## config.mk

```make
export PLATFORM = sky130hd
export DESIGN_NAME = fes_flag_bank
export DESIGN_NICKNAME = d
export VERILOG_FILES = /design/src/rtl/fes_pkg.sv /design/src/rtl/fes_edge_det.sv /design/src/rtl/fes_flag_cell.sv /design/src/rtl/fes_flag_bank.sv
export SDC_FILE = /design/constraint.sdc
export NUM_CORES = 1
export LEC_CHECK = 0
export BUFFER_PORTS_ARGS = -buffer_cell sky130_fd_sc_hd__clkbuf_2
export CORE_UTILIZATION = 32
export DETAILED_ROUTE_END_ITERATION = 10
export HOLD_SLACK_MARGIN = 0.05
export PLACE_DENSITY_LB_ADDON = 0.1
export SLEW_MARGIN = 20
export SYNTH_ARGS = -nofsm -noshare
export SYNTH_HDL_FRONTEND = slang
export SYNTH_SLANG_ARGS = --single-unit
```

## constraint.sdc

```tcl
create_clock -name clk -period 1.1 [get_ports clk]
set_input_delay 0.055 -clock clk [delete_from_list [all_inputs] [get_ports clk]]
set_output_delay 0.055 -clock clk [all_outputs]
set_load 0.005 [all_outputs]
```

## src/rtl/fes_pkg.sv

```systemverilog
package fes_pkg;
  localparam int STAT_W = 8;
  localparam int LVL_N  = 3;
  // bit positions of the flags
  localparam int PASS_B = 0;
  localparam int WARN_B = 1;
  localparam int BOFF_B = 2;
  localparam int ARB_B  = 4;
  localparam int OVF_B  = 5;
  // flags cleared by a write of 1
  localparam logic [STAT_W-1:0] W1C_MASK =
    STAT_W'((1 << OVF_B) | (1 << BOFF_B) | (1 << WARN_B) | (1 << PASS_B));
  // all implemented flags
  localparam logic [STAT_W-1:0] USED_MASK = W1C_MASK | STAT_W'(1 << ARB_B);
endpackage

```

## src/rtl/fes_edge_det.sv

```systemverilog
module fes_edge_det #(
  parameter int W = 3
) (
  input  logic         clk,
  input  logic         rst,
  input  logic [W-1:0] lvl,
  output logic [W-1:0] chg
);
  logic [W-1:0] prev_q;

  always_ff @(posedge clk) begin
    if (rst) prev_q <= '0;
    else     prev_q <= lvl;
  end

  assign chg = lvl ^ prev_q;
endmodule

```

## src/rtl/fes_flag_cell.sv

```systemverilog
module fes_flag_cell (
  input  logic clk,
  input  logic rst,
  input  logic set_i,
  input  logic clr_i,
  output logic nxt_o,
  output logic q_o
);
  // a set takes priority over a clear in the same cycle
  assign nxt_o = set_i | (q_o & ~clr_i);

  always_ff @(posedge clk) begin
    if (rst) q_o <= 1'b0;
    else     q_o <= nxt_o;
  end
endmodule

```

## src/rtl/fes_flag_bank.sv

```systemverilog
module fes_flag_bank
  import fes_pkg::*;
#(
  parameter int W    = STAT_W,
  parameter int NLVL = LVL_N
) (
  input  logic         clk,
  input  logic         rst,
  input  logic         ovf_evt,
  input  logic         arb_evt,
  input  logic         warn_lvl,
  input  logic         pass_lvl,
  input  logic         boff_lvl,
  input  logic         wr_en,
  input  logic [W-1:0] wr_data,
  input  logic         cap_rd,
  input  logic [W-1:0] irq_en,
  output logic [W-1:0] status,
  output logic         fe_sum,
  output logic         fe_irq
);
  localparam logic [W-1:0] CLR_M  = W'(W1C_MASK);
  localparam logic [W-1:0] USED_M = W'(USED_MASK);

  logic [NLVL-1:0] lvl_vec;
  logic [NLVL-1:0] lvl_chg;
  logic [W-1:0]    set_vec;
  logic [W-1:0]    clr_vec;
  logic [W-1:0]    flag_d;
  logic [W-1:0]    flag_q;
  logic            sum_q;
  logic            irq_q;

  assign lvl_vec = {boff_lvl, warn_lvl, pass_lvl};

  fes_edge_det #(.W(NLVL)) u_edge (
    .clk (clk),
    .rst (rst),
    .lvl (lvl_vec),
    .chg (lvl_chg)
  );

  always_comb begin
    set_vec         = '0;
    set_vec[OVF_B]  = ovf_evt;
    set_vec[ARB_B]  = arb_evt;
    set_vec[PASS_B] = lvl_chg[0];
    set_vec[WARN_B] = lvl_chg[1];
    set_vec[BOFF_B] = lvl_chg[2];
  end

  always_comb begin
    clr_vec        = wr_en ? (wr_data & CLR_M) : '0;
    clr_vec[ARB_B] = cap_rd;
  end

  for (genvar i = 0; i < W; i++) begin : g_bit
    if (USED_M[i]) begin : g_flag
      fes_flag_cell u_cell (
        .clk   (clk),
        .rst   (rst),
        .set_i (set_vec[i]),
        .clr_i (clr_vec[i]),
        .nxt_o (flag_d[i]),
        .q_o   (flag_q[i])
      );
    end else begin : g_zero
      assign flag_d[i] = 1'b0;
      assign flag_q[i] = 1'b0;
    end
  end

  always_ff @(posedge clk) begin
    if (rst) begin
      sum_q <= 1'b0;
      irq_q <= 1'b0;
    end else begin
      sum_q <= |flag_d;
      irq_q <= |(flag_d & irq_en);
    end
  end

  assign status = flag_q;
  assign fe_sum = sum_q;
  assign fe_irq = irq_q;
endmodule

```

==> summary.md, run 1 <==
| Metric | Value |
|---|---|
| FF+latch area | between 200 and 250 sq um |
| Placed cell count | 80 |
| Violated checks | negative setup slack |
| Cell taking the most area after synthesis | dfxtp_1 |
| Final Net Count | 101 |
| Finished Cell Area | 634 sq um |
| GP Congestion | 0.595 |
| Hold Crit Start | irq_en[4] |
| Die Footprint | 1520 sq um |
| Max-cap violations | 0 |
| Reg-to-reg endpoint | fe_irq |
| Fin crit share | 1.07 |
| Yosys reg bits | 10 |
| Final Max Slew Viols | 0 |
| CTS buffer count | 3 |
| Most frequent cell after synthesis | dfxtp_1 |
| Setup CP Type | reg2reg |
| Vias in the first global route | ~330 |
| Syn_area_per_cell | 9.34 sq um |
| Post-synthesis sequential area ratio | 0.456 |
| Ys Warns | 0 |
| Worst hold slack | 0.0603 ns |
| Filler cell count | 120 |
| Rows | 12 |
| IO Port Bufs | 24 |
| Netlist cell types | 16 |
| Die Height | 39.0 microns |
| Multi-input combinational cell area | 186 sq um |
| Setup crit start kind | flop |
| Leak | roughly 0.33 nW |
| Setup TNS | -0.107 ns |
| First DRT Iteration DRCs | 8 |
| Top post-synthesis cells by area | dfxtp_1, buf_4, nor2b_1, xor2_1, a21o_1 |
| RSZ-0062 raised after global routing | true |
| Setup WS pre-CTS | -0.0507 ns |
| Dominant synthesized flop cell | dfxtp_1 |
| Layout cells sized above 1 | 0.453 |
| Synthesis-to-finish area growth | 44.4% |
| Largest net degree at the start of global routing | 11 |
| Min Clock Period, post-route | 1.18 ns |
| HP Class | in2reg |
| First-pass GRT wire length | between 1 and 1.5 mm |
| Finish-stage setup viols | 2 |
| PD cells | between 1000 and 1500 nW/um^2 |
| Async set or reset register ratio after synthesis | 0 |
| GRT Util Overall | 0.130 |
| Clock-pin slew on the worst setup and hold paths | ~0.07 ns |
| Reg-to-reg slack, setup | -0.08 ns |
| Placed inst area | roughly 530 sq um |
| Clock sinks | 10 |
| CTS HTree Levels | 1 |
| Worst-path fanout max | 2 |
| Clock Tree Root | clkbuf_4 |
| Setup ws final | -0.0815 ns |
| Power Total | 0.891 mW |
| Area share of the largest cell type after synthesis | 0.456 |
| Detailed-route via count | 396 |
| Core area | ~1200 sq um |
| Die Width | approximately 39 microns |
| Final Hold Viols | 0 |
| Clock buffer depth | 2 |
| Hold EP | fe_irq |
| Final Util | 0.535 |
| Worst vdd ir | just over 1000 uV |
| ANT nets after route | 0 |
| Status | finished with violations |
| Worst r2r src | u_edge.prev_q[1] |
| Clock latency on the worst-skew pair | 0.27 ns |
| Post-Synthesis Cell Area | 439 sq um |
| CP endpoint kind | flop |
| I/O pin count | 35 |
| Number of flops mapped to enable cells by yosys | 0 |
| Drt via density | around 4.4 |
| Initial antenna violation count | 0 |
| DRC | 0 |
| Worst R2R Path Depth | 4 |
| Finished Layout Cells | 89 |
| Clock Skew | 0.00757 ns |
| Req. time, crit path | 1.25 ns |
| Mapped Cells | 47 |
| Number of detailed-route iterations in the first pass | 4 |
| Hold path depth | 3 |
| Routed len/inst | roughly 9.7 microns |
| Initial Util | 0.370 |
| Drt total wl | 859 microns |
| Fmax | 846 MHz |
| Grt total ovfl | 0 |
| CTS tree | yes |
| Critical path data arrival time | 1.33 ns |
| Commonest cells in the netlist | dfxtp_1, buf_4, nor2b_1 |
| Inserted Diodes | 0 |
## placed cells by master, fill, tap and decap left out
master         count
clkbuf_2          24
dfxtp_1            9
nor2b_1            6
dlygate4sd3_1      5
nand2_1            4
xor2_1             3
conb_1             3
clkbuf_4           3
a21o_1             2
nor2_1             2
a31oi_1            2
nand2b_1           2
inv_1              1
a21oi_1            1
a21o_2             1
a21oi_2            1
nor3_4             1
a222oi_1           1
clkbuf_8           1
buf_6              1
buf_4              1
dfxtp_2            1
## sequential cells by signal, indices dropped and copies added, names as in the netlist
signal,flops
u_edge.prev_q,3
g_bit.g_flag.u_cell.q_o,5
fe_sum,1
fe_irq,1
## worst max path at each step
stage	startpoint	to	slack, ns	depth (start not counted)
finish	u_edge.prev_q[1]	fe_irq	-0.08	4
floorplan	u_edge.prev_q[1]	fe_irq	-0.005	4
CTS	u_edge.prev_q[1]	fe_irq	-0.06	4
global placement	u_edge.prev_q[2]	fe_sum	-0.04	5
detailed placement	u_edge.prev_q[1]	fe_irq	-0.05	4
global route	u_edge.prev_q[1]	fe_irq	-0.13	4
## what timing repair did
item,in CTS,in global routing
gates resized for setup,3,1
endpoints found under the hold margin,5,0
pin swaps,2,1
buffers inserted,0,0
endpoints found under the setup margin,2,2
hold buffers,5,0
## cells by family (layout without fill, tap and decap cells)
group | Yosys count | after routing | synth area share
other | 1 | 3 | 0.00854
buffers and inverters | 10 | 36 | 0.162
AO/OA/AOI/OAI | 8 | 8 | 0.137
flip-flops | 10 | 10 | 0.456
XOR/XNOR | 3 | 3 | 0.0598
AND/OR/NAND/NOR | 15 | 15 | 0.177
## where the power goes
part / total (mW) / leakage [nW] / internal [mW] / switching, mW
sequential: 0.401 / 0.0840 / 0.390 / 0.0118
clock: 0.327 / 0.0210 / 0.201 / 0.126
combinational: 0.163 / 0.224 / 0.0945 / 0.0680
total: 0.891 / 0.329 / 0.685 / 0.206
## worst max-delay path: stages, from the launching register on
cell	delay, ns
dfxtp_1	0.31
xor2_1	0.14
a21o_1	0.17
a222oi_1	0.32
a31oi_1	0.13
## per-layer routing
metal | vias up | share of wire | track usage
li1 | 201 | - | -
met1 | 167 | 0.42 | 0.146
met2 | 28 | 0.45 | 0.192
met3 | 0 | 0.13 | 0.104
met4 | 0 | 0 | 0.0259
met5 | - | 0 | 0
## area by class of cell
cell class	instances	area share
repair buffers	31	0.298
flip-flops and latches	10	0.318
inverters	1	0.00592
well taps	14	0.0276
multi-input cells	29	0.294
clock buffers	4	0.0572
Power figures use the tool's default switching activity.
==> inputs of run 2 (changes only) <==
--- a/config.mk
+++ b/config.mk
@@ -6,11 +6,12 @@
 export NUM_CORES = 1
 export LEC_CHECK = 0
 export BUFFER_PORTS_ARGS = -buffer_cell sky130_fd_sc_hd__clkbuf_2
-export CORE_UTILIZATION = 32
+export CORE_UTILIZATION = 34
 export DETAILED_ROUTE_END_ITERATION = 10
 export HOLD_SLACK_MARGIN = 0.05
 export PLACE_DENSITY_LB_ADDON = 0.1
 export SLEW_MARGIN = 20
 export SYNTH_ARGS = -nofsm -noshare
 export SYNTH_HDL_FRONTEND = slang
+export SYNTH_HIERARCHICAL = 1
 export SYNTH_SLANG_ARGS = --single-unit
==> run 2 against run 1 <==
Compared with the run above: the run still ends with negative setup slack left; sequential power increased by 2%; sequential cell count unchanged; sequential share of layout area decreased by 3.2 points; clock skew decreased by 0.0054 ns; global-route usage decreased by 0.067 points; critical path depth increased by 1; routed wire length increased by 1.4%; final cell count increased by 11%; worst hold slack improved by 0.016 ns; critical path type unchanged; highest routed layer unchanged.
==> summary.md, run 2 <==
| Metric | Value |
|---|---|
| Rows | 13 |
| Final Util | 0.536 |
| Final HPWL DP | 664 microns |
| Biggest regs | g_bit.g_flag.u_cell/q_o x5, u_edge/prev_q x3 |
| Max-cap violations | 0 |
| Fmax | between 800 and 900 MHz |
| Setup TNS | -0.0249 ns |
| Violated checks | negative setup slack |
| First-pass GRT wire length | approximately 1.3 mm |
| Post-synthesis sequential area ratio | 0.415 |
| Clock latency on the worst-skew pair | 0.25 ns |
| Mapped Cells | 50 |
| Clock power frac | 0.283 |
| Async set or reset register ratio after synthesis | 0 |
| Clock sinks | 10 |
| HP Class | in2reg |
| Clock buffer depth | 2 |
| Number of detailed-route iterations in the first pass | 4 |
| ANT nets after route | 0 |
| Inserted Diodes | 0 |
| Most frequent cells in the layout | clkbuf_2, dfxtp_1 |
| Die Width | 39.7 microns |
| Worst R2R Path Depth | 5 |
| Post-Synthesis Cell Area | between 400 and 500 sq um |
| Routed len/inst | 8.80 microns |
| Final Hold Viols | 0 |
| Slowest cell delay on critical path | ~0.32 ns |
| Area share of the largest cell type after synthesis | 0.415 |
| Drt total wl | 871 microns |
| I/O pin count | 35 |
| Cell taking the most area after synthesis | dfxtp_1 |
| Seq pwr share | 0.491 |
| Layout cells sized above 1 | 0.500 |
| Setup ws final | -0.0249 ns |
| CTS HTree Levels | 1 |
| GRT Util Overall | 0.130 |
| Clock Skew | 0.00216 ns |
| Vias in the first global route | 318 |
| Syn_area_per_cell | 9.66 sq um |
| Post-Synth XOR/XNOR Area | 0.0544 |
| Die Footprint | 1580 sq um |
| Slowest CP cell | a222oi_1 |
| Leak | about 0.37 nW |
| Dominant synthesized flop cell | dfxtp_1 |
| First DRT Iteration DRCs | 3 |
| Post-synthesis compound-gate area fraction | 0.148 |
| Clock-pin slew on the worst setup and hold paths | 0.06 ns |
| Commonest cells in the netlist | dfxtp_1, a21oi_2, inv_1, nand2_1, nand2b_4 |
| Hold EP | g_bit[4].g_flag.u_cell/q_o |
| Placed inst area | just over 600 sq um |
| Largest family of logic cells by synthesized area | simple AND/OR/NAND/NOR gates |
| Setup crit start kind | flop |
| Die Height | 39.7 microns |
| CTS buffer count | 3 |
| Synth Area in Adders | 0 |
| Initial antenna violation count | 0 |
| Most common cell after layout, fill and taps aside | clkbuf_2 |
| Finish-stage setup viols | 1 |
| Largest net degree at the start of global routing | 11 |
| Drt via density | 4.21 |
| Req. time, crit path | 1.23 ns |
| Switching power | slightly above 0.2 mW |
| PD cells | 1180 nW/um^2 |
| Setup CP Type | reg2reg |
| Combinational power share | 0.226 |
| Max FFs per register | 5 |
| Yosys reg bits | 10 |
| Post-Synth Simple-Gate Area | 0.290 |
| Min Clock Period, post-route | about 1.1 ns |
| Hold path depth | 3 |
| Ys Warns | 6 |
| Initial Util | 0.367 |
| IO Port Bufs | 24 |
| Post-synthesis mux area share | 0 |
| Top post-synthesis cells by area | dfxtp_1, nand2b_4, a21oi_2, xor2_1, and2_1 |
| Synthesis-to-finish area growth | 46.1% |
| Critical path data arrival time | 1.26 ns |
| Clock Tree Root | clkbuf_4 |
| Detailed-route via count | 417 |
| RSZ-0062 raised after global routing | true |
| Worst vdd ir | 559 uV |
| Hold Crit Start | cap_rd |
| Worst r2r src | u_edge/prev_q[1] |
| Worst-path fanout max | 2 |
| Most frequent cell after synthesis | dfxtp_1 |
| Grt total ovfl | 0 |
| Critical-path cell list | xor2_1 -> inv_1 -> nand2_2 -> a222oi_1 -> a21oi_1 |
| Final Net Count | 111 |
| CP endpoint kind | flop |
| GP Congestion | 0.667 |
| DRC | 0 |
| Status | finished with violations |
| Number of flops mapped to enable cells by yosys | 0 |
| Finished Cell Area | around 710 sq um |
| Filler cell count | 126 |
| Reg-to-reg endpoint | fe_irq |
| Switching part of the total | 0.249 |
| Netlist cell types | 15 |
| CTS tree | yes |
| Core area | 1320 sq um |
| Final Max Slew Viols | 0 |
| Fin crit share | 1.02 |
| Largest register by flop count | g_bit.g_flag.u_cell/q_o |
| Internal power | between 0.6 and 0.7 mW |
| Reg-to-reg slack, setup | -0.02 ns |
[run 2: cell types whose count changed in the layout (fill, tap and decap cells not counted), moves of 2 or more]
cell      change
a31oi_1       -2
a21o_1        -2
nand2b_1      -2
nor2b_1       -3
nand2b_4      +5
a21oi_2       +4
buf_4         +2
inv_1         +4
and2_1        +4
[run 2: power by group through the flow]
| stage | clock (mW) | sequential (mW) | combinational, mW |
|---|---|---|---|
| 2_1_floorplan | 0 | 0.419 | 0.0943 |
| 3_3_place_gp | 0 | 0.417 | 0.167 |
| 3_5_place_dp | 0 | 0.417 | 0.168 |
| 4_1_cts | 0.248 | 0.409 | 0.182 |
| 5_1_grt | 0.259 | 0.412 | 0.214 |
| 6_report | 0.236 | 0.409 | 0.189 |
[run 2: worst max-delay path by stage]
stage | from | to
after global placement | u_edge/prev_q[1] | fe_irq
after floorplan | u_edge/prev_q[1] | fe_irq
after global routing | u_edge/prev_q[1] | fe_irq
final | u_edge/prev_q[1] | fe_irq
after CTS | u_edge/prev_q[1] | fe_irq
after detailed placement | u_edge/prev_q[1] | fe_irq
[run 2: repair_timing]
action | 4_1_cts | 5_1_grt
resized for setup | 0 | 2
endpoints found under the hold margin | 5 | 0
cloned | 0 | 0
hold buffers | 5 | 0
buffers inserted | 0 | 1
endpoints found under the setup margin | 1 | 2
pin swaps | 0 | 4
[run 2: cells by family (layout without fill, tap and decap cells)]
group / after synthesis / after routing
xor+xnor: 3 / 3
buf+inv: 8 / 40
other cells: 1 / 3
simple gates: 19 / 19
compound gates: 9 / 9
flops: 10 / 10
[run 2: worst max-delay path: cells and delay by family (launching register included)]
family	cells	cell delay [ns]
AOI/OAI and AO/OA	2	0.42
xor gates and xnor gates	1	0.13
buffers and inverters	1	0.08
DFF	1	0.31
and+or+nand+nor	1	0.06
[run 2: layout make-up]
| type | instances | area, sq um | area share |
|---|---|---|---|
| inverters | 5 | 18.8 | 0.0266 |
| well taps | 15 | 18.8 | 0.0266 |
| multi-input cells | 34 | 251 | 0.356 |
| repair buffers | 32 | 193 | 0.273 |
| clock buffers | 3 | 22.5 | 0.0319 |
| flip-flops and latches | 10 | 201 | 0.285 |
[run 2: through the flow]
stage	power, mW	hold slack (ns)	setup slack (ns)	cells
after global placement	0.584	0.299	-0.00389	90
after CTS	0.839	0.0693	-0.00679	98
after detailed placement	0.585	0.302	0.00439	90
after global routing	0.885	0.0841	-0.110	99
final	0.834	0.0759	-0.0249	99
after floorplan	0.513	0.117	0.0362	52
[run 2: per-layer routing]
metal,track usage,vias up,wire length (microns)
li1,-,222,-
met1,0.178,179,435
met2,0.189,16,377
met3,0.0341,0,58
met4,0.0517,0,0
met5,0,-,0
==> inputs of run 3 (changes only) <==
--- a/config.mk
+++ b/config.mk
@@ -6,7 +6,10 @@
 export NUM_CORES = 1
 export LEC_CHECK = 0
 export BUFFER_PORTS_ARGS = -buffer_cell sky130_fd_sc_hd__clkbuf_2
-export CORE_UTILIZATION = 34
+export CELL_PAD_IN_SITES_DETAIL_PLACEMENT = 0
+export CELL_PAD_IN_SITES_GLOBAL_PLACEMENT = 1
+export CORE_ASPECT_RATIO = 1.2
+export CORE_UTILIZATION = 23
 export DETAILED_ROUTE_END_ITERATION = 10
 export HOLD_SLACK_MARGIN = 0.05
 export PLACE_DENSITY_LB_ADDON = 0.1
==> run 3 against run 2 <==
Compared with the run above: the flow finishes with violations (design-rule violations, negative setup slack); total power grew 12%; via count is 4.3% higher; sequential cell count unchanged; routed wire length rose by 13%; sequential power hardly changed; clock skew about the same; clock-buffer cell count up 1; first-iteration DRC count rose to 3.7 times the previous value; global-route usage fell by 3.1 points; cell area increased by 2.3%; clock power rose by 41%; final cell count increased by 4.0%; critical path type unchanged; largest power group unchanged.
==> summary.md, run 3 (synthesis results as in run 2) <==
| Metric | Value |
|---|---|
| Status | finished with violations |
| Violated checks | design-rule violations, negative setup slack |
| Drt via density | 4.22 |
| Max-cap violations | 0 |
| First-pass GRT wire length | 1.56 mm |
| Critical path data arrival time | 1.30 ns |
| Setup ws final | -0.0533 ns |
| Fmax | about 870 MHz |
| ANT nets after route | 0 |
| CTS HTree Levels | 1 |
| Worst-path fanout max | 2 |
| RSZ-0062 raised after global routing | true |
| Biggest regs | g_bit.g_flag.u_cell/q_o x5, u_edge/prev_q x3 |
| Setup WS pre-CTS | -0.0618 ns |
| FF+latch area | 201 sq um |
| Req. time, crit path | 1.24 ns |
| CP endpoint kind | flop |
| Max FFs per register | 5 |
| Final Util | 0.377 |
| Initial antenna violation count | 0 |
| Vias in the first global route | 385 |
| Final Max Slew Viols | 0 |
| Die Height | 52.2 microns |
| Filler cell count | 204 |
| First DRT Iteration DRCs | 11 |
| Delay-heaviest family, CP | compound AO/OA/AOI/OAI gates |
| Grt total ovfl | 0 |
| DRC | 5 |
| Critical-path cell list | xor2_1 -> inv_1 -> nand2_2 -> a222oi_1 -> a21oi_1 |
| I/O pin count | 35 |
| Die Width | 43.8 microns |
| Setup CP Type | reg2reg |
| Worst vdd ir | 472 uV |
| Finish-stage setup viols | 1 |
| Slowest cell delay on critical path | 0.33 ns |
| Routed len/inst | approximately 9.6 microns |
| Final Net Count | 110 |
| CTS buffer count | 3 |
| Clock buffer depth | 2 |
| Layout cells sized above 1 | 0.512 |
| Finished Layout Cells | 103 |
| IO Port Bufs | 24 |
| Leak | 0.372 nW |
| Multi-input combinational cell area | around 260 sq um |
| Drt total wl | around 990 microns |
| HP Class | in2reg |
| Slowest CP cell | a222oi_1 |
| Largest net degree at the start of global routing | 11 |
| Fin crit share | 1.05 |
| Finished Cell Area | roughly 720 sq um |
| GRT Util Overall | 0.0983 |
| Largest register by flop count | g_bit.g_flag.u_cell/q_o |
| Clock latency on the worst-skew pair | 0.26 ns |
| Synthesis-to-finish area growth | 49.5% |
| Placed inst area | between 600 and 700 sq um |
| Rows | 17 |
| PD cells | ~1300 nW/um^2 |
| Inserted Diodes | 0 |
| WP buf/inv | 1 |
| Setup crit start kind | flop |
| Min Clock Period, post-route | 1.15 ns |
| Most common cell after layout, fill and taps aside | clkbuf_2 |
| Setup bufs post-CTS | 0 |
| Number of detailed-route iterations in the first pass | 7 |
| Detailed-route via count | 435 |
| Final Hold Viols | 0 |
| Initial Util | 0.252 |
| Most frequent cells in the layout | clkbuf_2, dfxtp_1 |
| Clock sinks | 10 |
| Die Footprint | 2290 sq um |
| CTS tree | yes |
| Clock Tree Root | clkbuf_4 |
| Clock Skew | between 0.002 and 0.0025 ns |
| Core area | 1910 sq um |
| Clock-pin slew on the worst setup and hold paths | 0.07 ns |
| Placed cell count | 94 |
| GP Congestion | 0.606 |
run 3: per-stage QoR:
step | setup TNS (ns) | hold slack (ns) | power, mW
global route | -0.150 | 0.0761 | 0.981
floorplan | 0 | 0.117 | 0.513
finish | -0.0533 | 0.0724 | 0.930
global placement | -0.0640 | 0.290 | 0.586
detailed placement | -0.0618 | 0.301 | 0.588
CTS | -0.0805 | 0.0637 | 0.944
run 3: power by group:
group          switching [mW]  internal (mW)  total, mW
Combinational          0.0807          0.107      0.188
Clock                   0.132          0.201      0.333
Sequential             0.0193          0.390      0.409
run 3: layout make-up:
class                      count  area share
clock buffer                   4      0.0503
inverter                       5      0.0260
multi-input combinational     34       0.355
sequential                    10       0.279
tap                           19      0.0329
timing repair buffer          31       0.256
run 3: worst paths after layout:
kind / start / cells after the start / slack [ns] / to
max reg2reg: u_edge/prev_q[1] / 5 / -0.05 / fe_irq
max: u_edge/prev_q[1] / 5 / -0.05 / fe_irq
min reg2reg: g_bit[4].g_flag.u_cell/q_o / 2 / 0.50 / g_bit[4].g_flag.u_cell/q_o
min: cap_rd / 3 / 0.07 / g_bit[4].g_flag.u_cell/q_o
run 3: routing by layer:
metal  track usage  share of wire
met1         0.114           0.47
met2         0.142           0.44
met4        0.0781              0
met3        0.0379          0.088
met5             0              0
run 3: repair_timing:
| action | CTS | global route |
|---|---|---|
| hold buffers | 5 | 0 |
| pin swaps | 0 | 2 |
| resized for setup | 0 | 3 |
| endpoints found under the setup margin | 1 | 2 |
| hold endpoints to repair | 5 | 0 |
run 3: worst min-delay path, stage by stage:
cell and delay (ns):
clkbuf_2 0.08, nand2b_4 0.11, a21oi_2 0.04
